<file path="src/rtl/viterbi_traceback_mgr.sv">
module viterbi_traceback_mgr #(
  parameter int STATES = 8,
  parameter int SPEED  = 3,
  parameter int TBLEN  = 8
) (
  input  logic              clk,
  input  logic              rst_n,
  input  logic              dec_valid,
  input  logic [STATES-1:0] dec_vec,
  output logic              bit_valid,
  output logic              bit_out
);
  localparam int SW    = $clog2(STATES);
  localparam int BLK   = TBLEN / (SPEED - 1);
  localparam int BBW   = (BLK > 1) ? $clog2(BLK) : 1;
  localparam int NBANK = SPEED + 1;
  localparam int COLS  = NBANK * BLK;
  localparam int CW    = $clog2(COLS);
  localparam int DW    = (SPEED > 2) ? $clog2(SPEED) : 1;
  localparam int DRW   = $clog2(BLK + 1);

  logic [STATES-1:0] mem [COLS];
  logic [CW-1:0]     wptr, col;
  logic [SW-1:0]     st;
  logic [DW-1:0]     done_cnt;
  logic              busy, sel;
  logic [BBW-1:0]    cyc;
  logic [1:0][BLK-1:0] stk;
  logic [DRW-1:0]    drain;

  wire bank_end = dec_valid && (wptr[BBW-1:0] == BBW'(BLK - 1));
  wire trigger  = bank_end && (done_cnt == DW'(SPEED - 1));
  wire last     = busy && (cyc == BBW'(BLK - 1));

  logic [SW-1:0]    sc [SPEED+1];
  logic [CW-1:0]    cc [SPEED];
  logic [SPEED-1:0] dbit;
  assign sc[0] = st;

  for (genvar g = 0; g < SPEED; g++) begin : g_step
    assign cc[g]    = col - CW'(g);
    assign dbit[g]  = mem[cc[g]][sc[g]];
    assign sc[g+1]  = {dbit[g], sc[g][SW-1:1]};

    AST_WRITE_CLEAR: assert property (@(posedge clk) disable iff (!rst_n)
      (busy && dec_valid) |-> (cc[g][CW-1:BBW] != wptr[CW-1:BBW]));
  end

  always_ff @(posedge clk)
    if (dec_valid) mem[wptr] <= dec_vec;

  always_ff @(posedge clk) begin
    if (!rst_n) begin
      wptr <= '0; done_cnt <= '0; busy <= 1'b0; cyc <= '0;
      col <= '0; st <= '0; sel <= 1'b0; drain <= '0; stk <= '0;
    end else begin
      if (dec_valid) wptr <= wptr + 1'b1;
      if (bank_end && done_cnt != DW'(SPEED - 1)) done_cnt <= done_cnt + 1'b1;

      if (trigger) begin
        busy <= 1'b1; cyc <= '0; col <= wptr; st <= '0;
      end else if (busy) begin
        col <= col - CW'(SPEED);
        st  <= sc[SPEED];
        cyc <= cyc + 1'b1;
        if (last) busy <= 1'b0;
      end

      if (busy)
        for (int g = 0; g < SPEED; g++)
          if (int'(cyc) * SPEED + g >= TBLEN)
            stk[sel][int'(cyc) * SPEED + g - TBLEN] <= dbit[g];

      if (last) begin
        sel   <= ~sel;
        drain <= DRW'(BLK);
      end else if (drain != '0) begin
        drain <= drain - 1'b1;
      end
    end
  end

  assign bit_valid = (drain != '0);
  assign bit_out   = stk[~sel][BBW'(drain - 1'b1)];

  AST_ONE_TRACE: assert property (@(posedge clk) disable iff (!rst_n)
    trigger |-> (!busy || last));
  AST_STACK_FREE: assert property (@(posedge clk) disable iff (!rst_n)
    last |-> (drain <= DRW'(1)));
  AST_BURST_AFTER_TRACE: assert property (@(posedge clk) disable iff (!rst_n)
    $rose(bit_valid) |-> $past(last));
  AST_QUIET_EARLY: assert property (@(posedge clk) disable iff (!rst_n)
    bit_valid |-> (done_cnt == DW'(SPEED - 1)));
endmodule

</file>
<file path="config.mk">
export PLATFORM = sky130hd
export DESIGN_NAME = viterbi_traceback_mgr
export DESIGN_NICKNAME = d
export VERILOG_FILES = /design/src/rtl/viterbi_traceback_mgr.sv
export SDC_FILE = /design/constraint.sdc
export NUM_CORES = 1
export LEC_CHECK = 0
export BUFFER_PORTS_ARGS = -buffer_cell sky130_fd_sc_hd__buf_2
export CORE_MARGIN = 3
export CORE_UTILIZATION = 35
export CTS_BUF_LIST = sky130_fd_sc_hd__clkbuf_16
export DETAILED_ROUTE_END_ITERATION = 10
export SLEW_MARGIN = 20
export SYNTH_ARGS = -nofsm -noshare
export SYNTH_HDL_FRONTEND = slang
export SYNTH_SLANG_ARGS = --single-unit
</file>
<file path="constraint.sdc">
create_clock -name clk -period 4.2 [get_ports clk]
set_input_delay 0.42 -clock clk [delete_from_list [all_inputs] [get_ports clk]]
set_output_delay 0.42 -clock clk [all_outputs]
set_load 0.1 [all_outputs]
</file>
# Word level (Yosys, flattened, before mapping)
# Memory sizes are Yosys's and may differ from the RTL's. A register that Yosys moved wholly into a read port is not among the register bits.
# Index checks and enable logic that the tools add are counted.
# totals
n_memories,1
ram_bits,128
input_bits,11
register_bits,28
out_inout_bits,2
# mem_list
name,words,word_bits,rd,rd_clocked_by_memory_dff,write_ports,line,source
mem,16,8,3,1,1,22,logic [STATES-1:0] mem [COLS];
# op_classes
n_bitwise,2
n_reduce_logical,13
eq_ne,4
multipliers,1
order_cmp,16
muxes,43
n_addsub,12
# ops
op,n
$ge 32x5->1 const B,3
$ge 32x1->1 const B,2
$lt 32x4->1 const B,2
$sub 32x5->32 const B,2
$mux 8,7
$mux 4,9
$add 32x2->32 const B,1
$bwmux 8,3
$demux 4 s1,3
$lt 3x4->1 const B,3
$mux 1,12
$bmux 1 s3,3
$logic_and 1x1->1,8
$sub 4x2->4 const B,2
$demux 1 s2,3
$eq 2x2->1 const B,3
$ge 6x1->1 const B,1
$lt 6x4->1 const B,1
$mux 3,2
$sub 5x4->6 const B,1
$add 4x2->5 const B,1
$add 2x1->2 const B,2
$add 4x1->4 const B,1
$lt 1x2->1 const B,2
other kinds (11),14

# Depth between registers and ports, before layout
# depth
depth_word,18
ltp_mapped,18
depth_no_buf,12

# Worst setup path after synthesis
# No wires, ideal clock.
# synth_path
path_kind,register to register
startpoint,register col[0]
endpoint,register stk[1] (netlist bit)
setup_slack_ns,-0.040
arrival_ns,4.152
path_buffers,6
path_stages_with_launch,17
setup_ns,0.088
path_cell_list,dfxtp_1 -> buf_2 -> buf_6 -> buf_2 -> buf_2 -> inv_1 -> ha_1 -> clkbuf_1 -> buf_1 -> mux4_2 -> and2_1 -> a2111oi_1 -> nor4_4 -> a31oi_4 -> nand2_2 -> mux2_4 -> a311oi_2
# synth_between
elab_chain_len,10
word_cells_on_any_way,13
classes_between,2 x add/sub; 10 x mux; 1 x memory
# synth_rtl
element,line,source
"start, declared",23,"logic [CW-1:0] wptr, col;"
"start signal, assigned",63,col <= col - CW'(SPEED);
$sub 4x1->4,41,assign cc[g] = col - CW'(g);
$mem_v2 16x8 (*),--,
$bmux 1 s3,42,assign dbit[g] = mem[cc[g]][sc[g]];
$mux 1 (implied by the code),42,
$bwmux 8,72,stk[sel][int'(cyc) * SPEED + g - TBLEN] <= dbit[g];
$mux 8,71,if (int'(cyc) * SPEED + g >= TBLEN)
$mux 8,69,if (busy)
$mux 8,53,if (!rst_n) begin
$bwmux 8,72,
$mux 8 (*),71,
"end signal, assigned by index",72,
"end, declared",28,logic [1:0][BLK-1:0] stk;
# Every way passes the cells marked *; elsewhere a longest branch is shown, timed or not. The select of a mux whose other input is x is not followed.
# A chain may end at the register's enable or synchronous reset.

==> flow_summary.ini <==
[run_status]
status = finished, final reports clean

[setup_path]
end_kind = flip-flop
startpoint_type = flip-flop
crit_arrival_ns = 3.88
crit_required_ns = 4.53
path_max_fanout = 16
critical_path_class = flip-flop to flip-flop

[power_and_ir_drop]
clkPwrFrac_pct = 44.9
switching_share_pct = 23.6
p_leak_nw = 3.09
comb_power_share_pct = 5.4
power.internal_mw = 2.69
p_seq_share_pct = 49.7
power.density_nw_per_um2 = 350
ir_drop_mv = 0.268
switchingPower_mw = 0.833

[floorplan]
coreArea_um2 = 25300
fp.dieW_um = 167
start_util_pct = 35.9
ios = 13
dieArea_um2 = 28000
std_cell_rows = 58
fp.dieH_um = 167

[layout]
antenna_cells = 0
num-nets-final = 630
fin_util_pct = 39.7
layout-drive-gt1-share_pct = 29.8
area_growth_pct = 10.6

[timing]
tightest_slew_ns = 0.816
final.min_clock_period_ns = 3.54
fin_ws_ns = 0.655
drv_slew = 0
finalHoldViolCount = 0
tns_ns = 0
finalSetupViolations = 0
period_share_pct = 84.4
rsz0062_at_grt = no
max_freq_mhz = 282
max-slew-margin-rel_pct = 45.6
clock_skew_ns = 0.0123

[worst_hold_path]
hold_path_class = primary input to flip-flop

[global_route]
grt_start_max_net_pins = 36
antenna_found_initial = 0
grt_first_pass_wirelength_mm = 35.0
grt_pass1_vias = 5497
grtUsageTotal_pct = 16.8
grt_overflow = 0

[detailed_routing]
wl_per_cell_um = 24.3
num_vias = 5510
ant_nets = 0
vias_per_cell = 5.86
first_pass_iters = 6
drt_iter0_markers = 541
drcViolationCount = 0
drt_wl_total_mm = 22.9

[placement]
placement.io_buffers = 12
dp_slack_ns = 0.651
routabilityCongestion = 0.876
place_hpwl_mm = 15.1

[clock_tree]
clk_path_buf_depth = 2
cts_root_buf = clkbuf_16
clkSinkCount = 160
cts_resized = 0
cts.clk_slew.worst_paths_ns = 0.07
clkLatencyLatePin_ns = 0.43
htreeDepth = 4
post-cts-setup-buffers = 0
ctsHoldBuffers = 0
cts_tree = done
cts_buffers = 17

[synth]
ys_seq_elements = 160
synth_area_leaders = edfxtp_1 42%, mux4_2 26%, dfxtp_1 7.0%
synth_top_flop_cell = edfxtp_1
synth_area_um2 = 9100
synthesis.nets = 626
yosysSeqAreaShare_pct = 49.3
synth_edf_count = 128
synth-async-reset-ratio_pct = 0
synth_top_area_share_pct = 42.3
synth_area_leader_cell = edfxtp_1
synth_cell_types = 59
syn-mean-instance-area_um2 = 15.3
yosys_warnings = 0
syn_inst = 594

[flow_run]
max_cap_viol_count = 0
## kinds of logic (layout without fill, tap and decap cells)
logic type | after synthesis | count (layout) | synth area share, %
AO/OA/AOI/OAI | 76 | 76 | 6.29
AND/OR/NAND/NOR | 115 | 115 | 6.18
buffers and inverters | 63 | 79 | 3.25
multiplexers | 145 | 145 | 30.7
adder cells (fa/ha/maj) | 21 | 21 | 2.89
flip-flops | 160 | 160 | 49.3
XOR/XNOR | 14 | 14 | 1.43
## synthesized netlist by cell type, types with 3 or more instances
cell type,instances
nand2_1,22
buf_6,5
a22o_1,5
o211ai_1,3
o21ai_0,13
clkbuf_1,17
a21oi_1,9
nand3_1,7
edfxtp_1,128
xor2_1,4
buf_2,14
buf_1,3
mux4_2,106
mux2_2,6
a31oi_1,8
and2_1,21
a211oi_1,5
ha_1,21
nor2b_1,4
dfxtp_1,32
inv_1,23
mux2i_1,32
o21ai_1,4
a221oi_1,4
xnor2_1,9
nor2_1,47
## worst paths after layout
kind	slack [ns]	start	cells after the start	endpoint
setup / recovery	0.66	flip-flop	10	stk[1]$_SDFFE_PN0P_
hold reg to reg	0.49	stk[3]$_SDFFE_PN0P_	2	stk[3]$_SDFFE_PN0P_
hold / removal	0.32	rst_n	3	drain[0]$_SDFFE_PP0P_
setup reg to reg	0.66	flip-flop	10	stk[1]$_SDFFE_PN0P_
## cell type report
class	count	area, um^2
Fill cell	2291	15300
Timing Repair Buffer	25	158
Tap cell	330	413
Sequential cell	160	4490
Clock inverter	14	171
Clock buffer	17	425
Multi-Input combinational cell	371	4320
Inverter	23	86.3
## flip-flops by register name, indices dropped and copies added (netlist names), named ones only
name      count
busy          1
col           4
cyc           2
done_cnt      2
drain         3
mem         128
sel           1
st            3
stk           8
wptr          4
## critical path: stages (launching register included)
cell	delay [ns]
dfxtp_1	0.69
buf_4	0.39
mux4_2	0.34
mux2i_1	0.15
mux2i_1	0.08
mux4_2	0.61
nor4_4	0.36
a31oi_4	0.09
nand2_2	0.16
mux2_4	0.31
a311oi_2	0.23
## cell usage in the layout, fill, tap and decap left out, types with 3 or more instances in the layout
| master | n |
|---|---|
| xnor2_1 | 9 |
| mux4_2 | 106 |
| nor2_1 | 47 |
| a31oi_1 | 8 |
| edfxtp_1 | 128 |
| a22o_1 | 5 |
| nand2_1 | 22 |
| a211oi_1 | 5 |
| inv_6 | 4 |
| clkbuf_16 | 17 |
| inv_1 | 23 |
| buf_2 | 12 |
| a21oi_1 | 9 |
| o211ai_1 | 3 |
| dfxtp_1 | 30 |
| ha_1 | 21 |
| o21ai_1 | 4 |
| buf_4 | 13 |
| nand3_1 | 7 |
| inv_8 | 3 |
| a221oi_1 | 4 |
| o21ai_0 | 13 |
| xor2_1 | 4 |
| and2_1 | 21 |
| mux2_2 | 6 |
| mux2i_1 | 32 |
| nor2b_1 | 4 |
## metal layers
layer | vias to the layer above | track usage, % | share of wire, % | wire (um)
li1 | 2406 | - | - | -
met1 | 2849 | 22.1 | 42 | 9590
met2 | 234 | 28.7 | 51 | 11700
met3 | 21 | 3.47 | 5.4 | 1230
met4 | 0 | 4.09 | 1.6 | 368
met5 | - | 0 | 0 | 0
## metrics by stage
step | instance area (um^2) | hold WS, ns | instances | power [mW]
final | 10100 | 0.324 | 940 | 3.53
after global routing | 10100 | 0.344 | 940 | 3.64
after floorplan | 9100 | 0.452 | 594 | 1.92
after global placement | 9460 | 0.469 | 909 | 1.97
after detailed placement | 9460 | 0.484 | 909 | 1.98
after CTS | 10100 | 0.314 | 940 | 3.55
## power groups by stage
| stage | Sequential, mW | Combinational [mW] | Clock (mW) |
|---|---|---|---|
| final | 1.75 | 0.191 | 1.58 |
| after global routing | 1.75 | 0.210 | 1.68 |
| after CTS | 1.75 | 0.194 | 1.60 |
| after detailed placement | 1.79 | 0.193 | 0 |
| after global placement | 1.79 | 0.186 | 0 |
| after floorplan | 1.78 | 0.137 | 0 |
No activity file was read; power rests on OpenSTA's default activity.
